## src/rtl/evt_tally_pkg.sv

```systemverilog
package evt_tally_pkg;
   typedef enum logic [1:0] {
      PIN_OFF  = 2'd0,
      PIN_STEP = 2'd1,
      PIN_OVF  = 2'd2,
      PIN_BKPT = 2'd3
   } pin_src_e;
endpackage

```

## src/rtl/evt_tally_accum.sv

```systemverilog
module evt_tally_accum #(
   parameter int CNT_W   = 40,
   parameter int EVT_W   = 2,
   parameter int MAX_EVT = 2
) (
   input  logic             clk,
   input  logic             rst_n,
   input  logic             en,
   input  logic             dur_mode,
   input  logic [EVT_W-1:0] evt_num,
   input  logic             cond_true,
   input  logic             load_en,
   input  logic [CNT_W-1:0] load_val,
   output logic [CNT_W-1:0] count_q,
   output logic             carry_o,
   output logic             step_o
);
   localparam logic [EVT_W-1:0] MAX_V = EVT_W'(MAX_EVT);

   generate
      if (MAX_EVT < 1 || MAX_EVT >= (1 << EVT_W)) begin : g_bad_max
         $error("MAX_EVT must fit in EVT_W bits and be at least 1");
      end
      if (CNT_W < 2) begin : g_bad_w
         $error("CNT_W must be at least 2");
      end
   endgenerate

   logic [EVT_W-1:0] occ_amt;
   logic [EVT_W-1:0] amt;
   logic [CNT_W:0]   sum;

   always_comb begin
      occ_amt = (evt_num > MAX_V) ? MAX_V : evt_num;
      if (!en)
         amt = '0;
      else if (dur_mode)
         amt = EVT_W'(cond_true);
      else
         amt = occ_amt;
      sum     = {1'b0, count_q} + (CNT_W+1)'(amt);
      carry_o = !load_en && sum[CNT_W];
      step_o  = !load_en && (amt != '0);
   end

   always_ff @(posedge clk) begin
      if (!rst_n)
         count_q <= '0;
      else if (load_en)
         count_q <= load_val;
      else
         count_q <= sum[CNT_W-1:0];
   end
endmodule

```

## src/rtl/evt_tally_dly.sv

```systemverilog
module evt_tally_dly #(
   parameter int DEPTH = 5
) (
   input  logic clk,
   input  logic rst_n,
   input  logic d_i,
   output logic last_o,
   output logic prev_o
);
   generate
      if (DEPTH < 1) begin : g_bad
         $error("DEPTH must be at least 1");
      end else if (DEPTH == 1) begin : g_one
         always_ff @(posedge clk) begin
            if (!rst_n) last_o <= 1'b0;
            else        last_o <= d_i;
         end
         assign prev_o = d_i;
      end else begin : g_chain
         logic [DEPTH-1:0] stage_q;
         always_ff @(posedge clk) begin
            if (!rst_n) stage_q <= '0;
            else        stage_q <= {stage_q[DEPTH-2:0], d_i};
         end
         assign last_o = stage_q[DEPTH-1];
         assign prev_o = stage_q[DEPTH-2];
      end
   endgenerate
endmodule

```

## src/rtl/evt_tally_pinmux.sv

```systemverilog
module evt_tally_pinmux
   import evt_tally_pkg::*;
(
   input  logic clk,
   input  logic rst_n,
   input  logic bkpt_mode,
   input  logic bkpt_hit,
   input  logic en,
   input  logic ovf_mode,
   input  logic step,
   input  logic ovf_early,
   output logic pin_q
);
   pin_src_e src;
   logic     pin_d;

   always_comb begin
      if (bkpt_mode)     src = PIN_BKPT;
      else if (!en)      src = PIN_OFF;
      else if (ovf_mode) src = PIN_OVF;
      else               src = PIN_STEP;
      unique case (src)
         PIN_BKPT: pin_d = bkpt_hit;
         PIN_OVF:  pin_d = ovf_early;
         PIN_STEP: pin_d = step;
         default:  pin_d = 1'b0;
      endcase
   end

   always_ff @(posedge clk) begin
      if (!rst_n) pin_q <= 1'b0;
      else        pin_q <= pin_d;
   end
endmodule

```

## src/rtl/evt_tally_pin.sv

```systemverilog
module evt_tally_pin #(
   parameter int CNT_W   = 40,
   parameter int EVT_W   = 2,
   parameter int MAX_EVT = 2,
   parameter int OVF_DLY = 5
) (
   input  logic             clk,
   input  logic             rst_n,
   input  logic             cnt_en,
   input  logic             dur_mode,
   input  logic             pin_ovf,
   input  logic             bkpt_mode,
   input  logic [EVT_W-1:0] evt_num,
   input  logic             cond_true,
   input  logic             load_en,
   input  logic [CNT_W-1:0] load_val,
   input  logic             bkpt_hit,
   output logic [CNT_W-1:0] count_q,
   output logic             ovf_pulse,
   output logic             ind_pin
);
   logic carry;
   logic step;
   logic ovf_early;

   evt_tally_accum #(.CNT_W(CNT_W), .EVT_W(EVT_W), .MAX_EVT(MAX_EVT)) u_accum (
      .clk(clk), .rst_n(rst_n), .en(cnt_en), .dur_mode(dur_mode),
      .evt_num(evt_num), .cond_true(cond_true), .load_en(load_en),
      .load_val(load_val), .count_q(count_q), .carry_o(carry), .step_o(step)
   );

   evt_tally_dly #(.DEPTH(OVF_DLY)) u_dly (
      .clk(clk), .rst_n(rst_n), .d_i(carry),
      .last_o(ovf_pulse), .prev_o(ovf_early)
   );

   evt_tally_pinmux u_pin (
      .clk(clk), .rst_n(rst_n), .bkpt_mode(bkpt_mode), .bkpt_hit(bkpt_hit),
      .en(cnt_en), .ovf_mode(pin_ovf), .step(step), .ovf_early(ovf_early),
      .pin_q(ind_pin)
   );
endmodule

```

## config.mk

```make
export PLATFORM = sky130hd
export DESIGN_NAME = evt_tally_pin
export DESIGN_NICKNAME = d
export VERILOG_FILES = /design/src/rtl/evt_tally_pkg.sv /design/src/rtl/evt_tally_accum.sv /design/src/rtl/evt_tally_dly.sv /design/src/rtl/evt_tally_pinmux.sv /design/src/rtl/evt_tally_pin.sv
export SDC_FILE = /design/constraint.sdc
export NUM_CORES = 1
export LEC_CHECK = 0
export BUFFER_PORTS_ARGS = -buffer_cell sky130_fd_sc_hd__buf_2
export CORE_MARGIN = 4
export CORE_UTILIZATION = 23
export CTS_BUF_LIST = sky130_fd_sc_hd__clkbuf_4 sky130_fd_sc_hd__clkbuf_8
export DETAILED_ROUTE_END_ITERATION = 8
export HOLD_SLACK_MARGIN = 0.06
export PLACE_DENSITY_LB_ADDON = 0.05
export RECOVER_POWER = 100
export SLEW_MARGIN = 20
export SYNTH_ARGS = -nofsm -noshare
export SYNTH_HDL_FRONTEND = slang
export SYNTH_SLANG_ARGS = --single-unit
```

## constraint.sdc

```tcl
create_clock -name clk -period 5.15 [get_ports clk]
set_input_delay 0.2575 -clock clk [delete_from_list [all_inputs] [get_ports clk]]
set_output_delay 0.2575 -clock clk [all_outputs]
set_load 0.05 [all_outputs]
```

==> metrics.md, run 1 <==
| Metric | Value |
|---|---|
| Max cap viols | 1 |
| Initial DRC Count | 93 |
| Initial Utilization | 0.239 |
| Final setup viols | 0 |
| Final ANT Viol Nets | 0 |
| Sequential area share after synthesis | 0.368 |
| Min-Delay Path Class | input port to register |
| Die Wd | 112 um |
| Main synth FF type | dfxtp_1 |
| Layout cells sized above 1 | 0.185 |
| HPWL after DPL | 5580 um |
| Asr flop ratio synth | 0 |
| Worst IR Drop VDD | 0.000107 V |
| Clock sinks | 46 |
| Hold EP | u_accum.count_q[33]$_SDFF_PN0_ |
| Failing checks | capacitance limit, slew limit |
| Setup Total Neg Slack | 0 ns |
| Root buf cell | clkbuf_8 |
| Int Pwr | 569 uW |
| Post-synth EDFFs | 0 |
| Worst Slack Setup Final | 2.20 ns |
| WL met2 | 3220 um |
| Final Hold Fails | 0 |
| Sw Pwr | 284 uW |
| Hold-fix buffers, CTS | 0 |
| Final clock skew | 0.00603 ns |
| Place WS | 2.30 ns |
| Flop pwr share | 0.477 |
| Depth of the CTS H-tree | 2 |
| Design Power | 853 uW |
| Crit Path Max Fanout | 11 |
| Crit path time final | 2.95 ns |
| Worst EP required | 5.38 ns |
| I/O Buffers | 92 |
| Diodes inserted | 0 |
| Drt wl/cell | 14.9 um |
| CTS Buf Count | 5 |
| Synth Area per Inst | 8.52 sq um |
| Die footprint | 0.0126 sq mm |
| Gr usage total | 0.121 |
| GP Congestion | 0.788 |
| Synthesis Warnings | 0 |
| # fillers | 1216 |
| Synth cell types | 50 |
| CTS tree | done |
| Buffers from clock root to sink, at most | 2 |
| Footprint of the multi-input gates | 0.00147 sq mm |
| Status | complete, but fails checks |
| Worst-path clk slew | 0.09 ns |
| Setup Fix Bufs, Post-CTS | 0 |
| Hold depth | 3 |
| Post-CTS sizing | 0 |
| Worst-skew pair later-pin latency | 0.30 ns |
| Comb pwr share | 0.202 |
| Total Wirelength | 7660 um |
| Layout Area Growth over Synthesis | 24.3% |
| Crit Path Class | input port to register |
| Initial antenna violation count | 0 |
| Startpoint Class | input port |
| Metal3 WL | 413 um |
| Crit path DAT | 3.18 ns |
| Pin count of the biggest net entering global routing | 48 |
| Vias per cell | 4.65 |
| DIE HEIGHT | 112 um |
| Max frequency | 339 MHz |
| Io pins | 93 |
| Post-synthesis instance total | 294 |
| Max-slew violations | 48 |
| R2R Path End | u_accum.count_q[38]$_SDFF_PN0_ |
| Final nets | 432 |
| RSZ-0062 raised after global routing | no |
| Vias in the first global route | 2453 |
| Worst slew margin | -0.251 |
| Global-route wire length before repair | 12600 um |
| Mapped cell area | 0.00250 sq mm |
| Global route overflow | 0 |
| # rows | 37 |
| Slew of the pin with the lowest slew margin | 1.88 ns |
| Wl on met1 | 3950 um |
| #FFs+latches synth | 46 |
| Cell Pwr Density | 274 mW/mm^2 |
| Reg2reg start | u_accum.count_q[0]$_SDFF_PN0_ |
| Worst Setup End Kind | register |
| Clock group share of total power | 0.321 |
| Reg2reg path depth | 7 |
| Worst R2R Setup Slack | 2.27 ns |
| Register area | 921 sq um |
| Core Region | 0.0105 sq mm |
| Router iterations before antenna repair | 4 |
| Tcrit/Tclk final | 0.573 |
| Post-Syn Nets | 348 |
| Switch share | 0.333 |
| # DRC | 0 |
| Max layer used | met4 |
| LEAKAGE | 0.00120 uW |
| Min-delay src | load_val[33] |
| DR vias | 2394 |
-- critical path: stages --
cell,delay (ns)
clkbuf_1,0.10
nor2_1,0.11
a22oi_1,0.07
nor2b_1,0.17
ha_1,0.20
inv_1,0.06
fa_1,0.43
nor3_1,1.10
nand3_1,0.18
or3_1,0.36
a31oi_1,0.16
-- worst max-delay path by stage --
stage / start / endpoint / slack, ns / cells past startpoint
2_1_floorplan: u_accum.count_q[0]$_SDFF_PN0_ / u_accum.count_q[34]$_SDFF_PN0_ / 2.72 / 8
3_3_place_gp: dur_mode / u_accum.count_q[38]$_SDFF_PN0_ / 2.37 / 11
3_5_place_dp: dur_mode / u_accum.count_q[38]$_SDFF_PN0_ / 2.30 / 11
4_1_cts: dur_mode / u_accum.count_q[38]$_SDFF_PN0_ / 2.61 / 11
5_1_grt: dur_mode / u_accum.count_q[38]$_SDFF_PN0_ / 1.91 / 11
6_report: dur_mode / u_accum.count_q[38]$_SDFF_PN0_ / 2.20 / 11
-- power groups by stage --
stage	clock [uW]	sequential [uW]	combinational [uW]
final	274	407	173
after global routing	303	412	188
after CTS	293	407	182
after detailed placement	0	415	181
after global placement	0	416	181
after floorplan	0	484	51.8
-- layer usage --
layer / GRT usage / vias up
met3: 0.0243 / 7
li1: - / 1220
met2: 0.186 / 69
met4: 0.0288 / 0
met5: 0 / -
met1: 0.176 / 1098
-- flip-flops by register name, indices dropped and copies added (netlist names) --
register	flops
u_accum.count_q	40
u_dly.g_chain.stage_q	5
u_pin.pin_q	1
-- per-stage QoR --
step / utilization / instance area [sq um] / hold WS, ns / instances
after floorplan: - / 2500 / 0.395 / 294
after global placement: 0.295 / 3090 / 0.413 / 507
after detailed placement: 0.295 / 3090 / 0.420 / 507
after CTS: 0.306 / 3200 / 0.169 / 515
after global routing: 0.297 / 3110 / 0.173 / 515
final: 0.297 / 3110 / 0.179 / 515
-- cells by family (layout without fill, tap and decap cells) --
| kind of cell | Yosys count | count (layout) | share of synthesized area |
|---|---|---|---|
| and+or+nand+nor | 113 | 113 | 0.287 |
| AOI/OAI and AO/OA | 74 | 74 | 0.171 |
| DFF | 46 | 46 | 0.368 |
| buffers and inverters | 25 | 110 | 0.0405 |
| adders and majority gates | 3 | 3 | 0.0180 |
| xor gates and xnor gates | 32 | 32 | 0.112 |
| muxes | 1 | 1 | 0.00400 |
-- Yosys cell counts, drive strengths merged, types with 2 or more instances --
library cell	count	area share
and2	7	0.017
nor2	6	0.0090
o21ai	34	0.068
nor3	9	0.031
nor2b	3	0.0075
or4	2	0.0060
or3	5	0.015
nor4	3	0.010
o31ai	2	0.0060
inv	8	0.012
clkbuf	13	0.019
nand3	17	0.036
and3	6	0.015
dfxtp	46	0.37
a21oi	21	0.042
o211a	7	0.028
nand2b	5	0.012
xor2	17	0.059
xnor2	15	0.052
nand4	13	0.047
and4	5	0.018
nand2	25	0.038
buf	4	0.0090
ha	2	0.010
a31oi	6	0.015
nor3b	3	0.011
or2	2	0.0050
-- layout by cell type, fill, tap and decap left out, types with 2 or more instances in the layout --
master,instances
nor2_1,6
ha_1,2
buf_2,48
a31oi_1,6
nand2_1,24
nor2b_1,3
xnor2_1,15
o31ai_1,2
a21oi_1,21
xor2_1,17
nor3b_1,2
dfxtp_1,46
nand4_1,10
nand4_4,2
nand3_1,17
clkbuf_1,45
clkbuf_8,5
and4_1,4
o211a_1,7
nor3_1,6
nor3_4,2
nor4_1,3
clkinv_2,2
or3_1,3
nand2b_1,5
inv_1,8
or4_1,2
and2_1,7
and3_1,5
o21ai_0,33
-- layout make-up --
type	count	share of cell area
Multi-Input combinational cell	223	0.471
Sequential cell	46	0.296
Timing Repair Buffer	94	0.134
Tap cell	136	0.0547
Clock buffer	5	0.0221
Clock inverter	3	0.0129
Inverter	8	0.00965
No activity file was read; power rests on OpenSTA's default activity.
==> inputs of run 2 (changes only) <==
==> constraint.sdc (replaced) <==
create_clock -name clk -period 2.8 [get_ports clk]
set_input_delay 0.14 -clock clk [delete_from_list [all_inputs] [get_ports clk]]
set_output_delay 0.14 -clock clk [all_outputs]
set_load 0.05 [all_outputs]
==> run 2 against run 1 <==
  * The flow still finishes with violations (capacitance limit, slew limit)
  * Non-clock buffer count rose by 3
  * Total power rose by 79%
  * Largest cell class unchanged
  * Sequential power is 84% higher
  * Critical path type is now register to register
  * Clock-buffer cell count is 2 higher
  * Combinational power rose by 84%
  * Clock power grew 67%
  * Largest power group unchanged
  * Sequential share of layout area barely moved
  * Cell area about the same
  * First-iteration DRC count decreased by 26%
==> metrics.md, run 2 (synthesized netlist as in run 1, its figures left out) <==
| Metric | Value |
|---|---|
| Worst EP required | 2.99 ns (was 5.38 ns) |
| HPWL after DPL | 5620 um (was 5580 um) |
| Gr usage total | 0.125 (was 0.121) |
| LEAKAGE | 0.00121 uW (was 0.00120 uW) |
| Max cap viols | 1 (unchanged) |
| Initial DRC Count | 69 (was 93) |
| Crit Path Max Fanout | 5 (was 11) |
| DIE HEIGHT | 112 um (unchanged) |
| Worst IR Drop VDD | 0.000168 V (was 0.000107 V) |
| Total Wirelength | 7930 um (was 7660 um) |
| Placed Instances | 509 (was 507) |
| CTS tree | done (unchanged) |
| Max-slew violations | 48 (unchanged) |
| Most frequent cells in the layout | buf_2 (49), dfxtp_1 (46), clkbuf_1 (44) (was buf_2 (48), dfxtp_1 (46), clkbuf_1 (45)) |
| Crit path DAT | 2.49 ns (was 3.18 ns) |
| Clock sinks | 46 (unchanged) |
| Setup Fix Bufs, Post-CTS | 0 (unchanged) |
| Most common cell after layout, fill and taps aside | buf_2 (unchanged) |
| Crit path time final | 2.31 ns |
| Post-Layout Cell Count | 518 (was 515) |
| Initial Utilization | 0.239 (unchanged) |
| Worst-path clk slew | 0.09 ns (about the same) |
| Depth of the CTS H-tree | 2 (unchanged) |
| # DRC | 0 (unchanged) |
| Final nets | 435 (was 432) |
| Io pins | 93 (unchanged) |
| Vias per cell | 4.63 (was 4.65) |
| Startpoint Class | register (was input port) |
| I/O Buffers | 92 (unchanged) |
| Final setup viols | 0 (unchanged) |
| Root buf cell | clkbuf_8 (unchanged) |
| Biggest regs | u_accum.count_q x40, u_dly.g_chain.stage_q x5, u_pin.pin_q x1 (unchanged) |
| GP Congestion | 0.756 (was 0.788) |
| Drt wl/cell | 15.3 um (was 14.9 um) |
| Min-Delay Path Class | input port to register (unchanged) |
| Final Hold Fails | 0 (unchanged) |
| Pin count of the biggest net entering global routing | 58 (was 48) |
| Failing checks | capacitance limit, slew limit (unchanged) |
| Worst-skew pair later-pin latency | 0.30 ns (about the same) |
| Buffers from clock root to sink, at most | 2 (unchanged) |
| Final clock skew | 0.00646 ns (was 0.00603 ns) |
| Largest register by flop count | u_accum.count_q (unchanged) |
| # rows | 37 (unchanged) |
| Core Region | 0.0105 sq mm (unchanged) |
| Cell Pwr Density | 490 mW/mm^2 (was 274 mW/mm^2) |
| Router iterations before antenna repair | 4 (unchanged) |
| Crit Path Class | register to register (was input port to register) |
| Layout Area Growth over Synthesis | 24.4% (was 24.3%) |
| Max frequency | 433 MHz |
| Initial antenna violation count | 0 (unchanged) |
| CTS Buf Count | 5 (unchanged) |
| Vias in the first global route | 2539 (was 2453) |
| Global route overflow | 0 (unchanged) |
| Largest register FFs | 40 (unchanged) |
| Hold-fix buffers, CTS | 0 (unchanged) |
| Die Wd | 112 um (unchanged) |
| DR vias | 2398 (was 2394) |
| Global-route wire length before repair | 12900 um (was 12600 um) |
| RSZ-0062 raised after global routing | no (unchanged) |
| Setup Total Neg Slack | 0 ns (unchanged) |
| Worst slew margin | -0.264 (was -0.251) |
| Status | complete, but fails checks (unchanged) |
| Post-CTS sizing | 0 (unchanged) |
| Diodes inserted | 0 (unchanged) |
| Final ANT Viol Nets | 0 (unchanged) |
| Die footprint | 0.0126 sq mm (unchanged) |
| Worst Setup End Kind | register (unchanged) |
| Tcrit/Tclk final | 0.824 |
| Slew of the pin with the lowest slew margin | 1.90 ns (was 1.88 ns) |
| Layout cells sized above 1 | 0.186 (was 0.185) |
==> run 2: path summary, 6_finish.rpt <==
path | from | to | slack, ns | cells after the start
worst max-delay path | u_accum.count_q[0]$_SDFF_PN0_ | u_accum.count_q[34]$_SDFF_PN0_ | 0.49 | 8
worst min-delay path | load_val[33] | u_accum.count_q[33]$_SDFF_PN0_ | 0.06 | 3
worst max register to register | u_accum.count_q[0]$_SDFF_PN0_ | u_accum.count_q[34]$_SDFF_PN0_ | 0.49 | 8
worst min register to register | u_dly.g_chain.stage_q[1]$_SDFF_PN0_ | u_dly.g_chain.stage_q[2]$_SDFF_PN0_ | 0.44 | 1
==> run 2: through the flow <==
stage | setup WS (ns) | power (uW) | util | area, sq um | hold slack [ns]
2_1_floorplan | 0.369 | 986 | - | 2500 | 0.278
3_3_place_gp | 0.244 | 1100 | 0.297 | 3100 | 0.380
3_5_place_dp | 0.198 | 1100 | 0.297 | 3100 | 0.384
4_1_cts | 0.453 | 1560 | 0.306 | 3200 | 0.0602
5_1_grt | 0.200 | 1600 | 0.298 | 3110 | 0.0759
6_report | 0.492 | 1530 | 0.298 | 3110 | 0.0621
==> run 2: area by class of cell <==
cell class / count / area, sq um
Clock buffer: 7 / 90.1
Clock inverter: 1 / 5.00
Fill cell: 1189 / 7350
Inverter: 8 / 30.0
Multi-Input combinational cell: 223 / 1460
Sequential cell: 46 / 921
Tap cell: 136 / 170
Timing Repair Buffer: 97 / 443
==> run 2: worst max-delay path, stage by stage (launching register included) <==
cell and delay, ns:
dfxtp_1 0.35, ha_1 0.17, inv_1 0.05, fa_1 0.43
and4b_1 0.31, nand4_1 0.26, nor4_1 0.38, xnor2_1 0.16
o21ai_1 0.07
==> run 2: power breakdown <==
part | internal [uW] | switching (uW)
sequential | 694 | 54.2
clock | 210 | 248
combinational | 89.3 | 229
==> run 2: metal layers <==
metal	wire length (um)	track usage	vias up
li1	-	-	1225
met1	3870	0.165	1103
met2	3560	0.206	65
met3	447	0.0307	5
met4	55	0.0288	0
met5	0	0	-
==> inputs of run 3 (changes only) <==
==> constraint.sdc (replaced) <==
create_clock -name clk -period 2.2 [get_ports clk]
set_input_delay 0.11 -clock clk [delete_from_list [all_inputs] [get_ports clk]]
set_output_delay 0.11 -clock clk [all_outputs]
set_load 0.05 [all_outputs]
==> run 3 against run 2 <==
  * The flow now finishes without violations
  * Register-to-register slack lost 0.33 ns
  * Combinational power grew 40%
  * Cell count rose by 5.2%
  * Highest routed layer unchanged
  * Total power up 28%
  * Sequential power increased by 26%
  * Utilization increased by 2.8 points
  * First-iteration DRC count grew 12%
  * Worst setup slack worse by 0.33 ns
  * Fmax up 13%
  * Sequential cell count unchanged
  * Cell area up 9.2%
==> metrics.md, run 3 (synthesized netlist as in run 1, its figures left out) <==
| Metric | Value |
|---|---|
| Core Util, Final | 0.325 (was 0.298) |
| Max cap viols | 0 (was 1) |
| Diodes inserted | 0 (unchanged) |
| Setup Fix Bufs, Post-CTS | 0 (unchanged) |
| Initial antenna violation count | 0 (unchanged) |
| LEAKAGE | 0.00137 uW (was 0.00121 uW) |
| Largest register by flop count | u_accum.count_q (unchanged) |
| Drt wl/cell | 14.3 um (was 15.3 um) |
| CTS Buf Count | 5 (unchanged) |
| Global-route wire length before repair | 13000 um (was 12900 um) |
| DIE HEIGHT | 112 um (unchanged) |
| CTS tree | done (unchanged) |
| Status | complete, no violations (was complete, but fails checks) |
| Startpoint Class | register (unchanged) |
| Layout Area Growth over Synthesis | 35.9% (was 24.4%) |
| Worst slew margin | 0.479 (was -0.264) |
| Worst-path clk slew | 0.10 ns (was 0.09 ns) |
| # fillers | 1198 (was 1189) |
| Initial DRC Count | 77 (was 69) |
| Design Power | 1950 uW (was 1530 uW) |
| Worst Slack Setup Final | 0.160 ns (was 0.492 ns) |
| Io pins | 93 (unchanged) |
| Vias per cell | 4.55 (was 4.63) |
| Total Wirelength | 7780 um (was 7930 um) |
| DR vias | 2482 (was 2398) |
| Crit path DAT | 2.24 ns (was 2.49 ns) |
| Placed Instances | 527 (was 509) |
| Final ANT Viol Nets | 0 (unchanged) |
| Most frequent cells in the layout | buf_2 (54), dfxtp_1 (44), clkbuf_1 (40) (was buf_2 (49), dfxtp_1 (46), clkbuf_1 (44)) |
| Core Region | 0.0105 sq mm (unchanged) |
| Router iterations before antenna repair | 4 (unchanged) |
| Tcrit/Tclk final | 0.927 (was 0.824) |
| Die footprint | 0.0126 sq mm (unchanged) |
| Die Wd | 112 um (unchanged) |
| Crit path time final | 2.04 ns (was 2.31 ns) |
| Most common cell after layout, fill and taps aside | buf_2 (unchanged) |
| Crit Path Max Fanout | 5 (unchanged) |
| Initial Utilization | 0.239 (unchanged) |
| Worst EP required | 2.40 ns (was 2.99 ns) |
| # rows | 37 (unchanged) |
| GP Congestion | 0.760 (was 0.756) |
| Worst path slowest cell | dfxtp_4 (was fa_1) |
| Final Hold Fails | 0 (unchanged) |
| Global route overflow | 0 (unchanged) |
| Crit Path Class | register to register (unchanged) |
| Worst IR Drop VDD | 0.000268 V (was 0.000168 V) |
| Final setup viols | 0 (unchanged) |
| Final clock skew | 0.0102 ns (was 0.00646 ns) |
| Gr usage total | 0.126 (was 0.125) |
| I/O Buffers | 92 (unchanged) |
| Layout cells sized above 1 | 0.249 (was 0.186) |
| Pin count of the biggest net entering global routing | 47 (was 58) |
| Max frequency | 490 MHz (was 433 MHz) |
| # DRC | 0 (unchanged) |
| Place WS | -0.188 ns (was 0.198 ns) |
| Slew of the pin with the lowest slew margin | 0.781 ns (was 1.90 ns) |
| Max-slew violations | 0 (was 48) |
| Post-Layout Cell Count | 545 (was 518) |
| Tightest hold margin | 0.0713 ns (was 0.0621 ns) |
| Largest register FFs | 40 (unchanged) |
| Worst path cell trace | ha_1, inv_1, fa_2, and4b_1, nand4_1, buf_6, nor4_4, xnor2_1, o21ai_1 (was ha_1, inv_1, fa_1, and4b_1, nand4_1, nor4_1, xnor2_1, o21ai_1) |
| Vias in the first global route | 2543 (was 2539) |
| Cell Pwr Density | 573 mW/mm^2 (was 490 mW/mm^2) |
| RSZ-0062 raised after global routing | yes (was no) |
| Worst Setup End Kind | register (unchanged) |
| Final nets | 462 (was 435) |
| Worst-skew pair later-pin latency | 0.30 ns (about the same) |
| Biggest regs | u_accum.count_q x40, u_dly.g_chain.stage_q x5, u_pin.pin_q x1 (unchanged) |
| Clock sinks | 46 (unchanged) |
| HPWL after DPL | 5800 um (was 5620 um) |
| Buffers from clock root to sink, at most | 2 (unchanged) |
| Critical path's largest stage delay | 0.36 ns (was 0.43 ns) |
| Depth of the CTS H-tree | 2 (unchanged) |
| Root buf cell | clkbuf_8 (unchanged) |
| Min-Delay Path Class | input port to register (unchanged) |
==> run 3: changes by cell type in the layout (fill, tap and decap cells not counted), moves of 2 or more <==
cell,delta
dfxtp_1,-2
buf_2,+5
o21ai_0,-3
nor3_1,-4
nor3_2,+4
o21ai_1,+3
buf_4,+14
clkbuf_1,-4
dlygate4sd3_1,+9
==> run 3: final cells by class <==
class	count	area [sq um]	area share
Clock inverter	3	25.0	0.00736
Inverter	8	30.0	0.00883
Multi-Input combinational cell	223	1500	0.439
Timing Repair Buffer	124	687	0.202
Sequential cell	46	926	0.272
Clock buffer	5	68.8	0.0202
Tap cell	136	170	0.0500
==> run 3: path summary, 6_finish.rpt <==
check	from	to	slack [ns]	depth (start not counted)
setup / recovery	u_accum.count_q[0]$_SDFF_PN0_	u_accum.count_q[34]$_SDFF_PN0_	0.16	9
hold / removal	load_val[29]	u_accum.count_q[29]$_SDFF_PN0_	0.07	3
setup reg to reg	u_accum.count_q[0]$_SDFF_PN0_	u_accum.count_q[34]$_SDFF_PN0_	0.16	9
hold reg to reg	u_dly.g_chain.stage_q[2]$_SDFF_PN0_	u_dly.g_chain.stage_q[3]$_SDFF_PN0_	0.44	1
==> run 3: worst max-delay path, delay by kind of cell (launching register included) <==
family                     cells  cell delay (ns)
and+or+nand+nor                3             0.63
adders and majority gates      2             0.52
xor gates and xnor gates       1             0.14
DFF                            1             0.36
AOI/OAI and AO/OA              1             0.07
buffers and inverters          2             0.22
==> run 3: timing repair <==
action,in CTS,in global routing
gates resized for setup,0,4
hold endpoints to repair,9,1
hold buffers,9,1
setup endpoints to repair,0,6
==> run 3: per-stage QoR <==
stage | instance area [sq um] | setup TNS (ns)
2_1_floorplan | 2510 | 0
6_report | 3400 | 0
3_5_place_dp | 3260 | -0.994
3_3_place_gp | 3260 | -0.580
5_1_grt | 3400 | -0.00255
4_1_cts | 3440 | 0
==> run 3: power by group <==
part           switching [uW]  total [uW]  internal, uW
clock                     326         556           230
sequential               61.3         945           884
combinational             304         446           142
==> run 3: layer usage <==
layer | up-vias | GRT usage | wire length [um]
li1 | 1279 | - | -
met1 | 1131 | 0.173 | 3790
met2 | 68 | 0.202 | 3530
met3 | 4 | 0.0296 | 413
met4 | 0 | 0.0264 | 46
met5 | - | 0 | 0
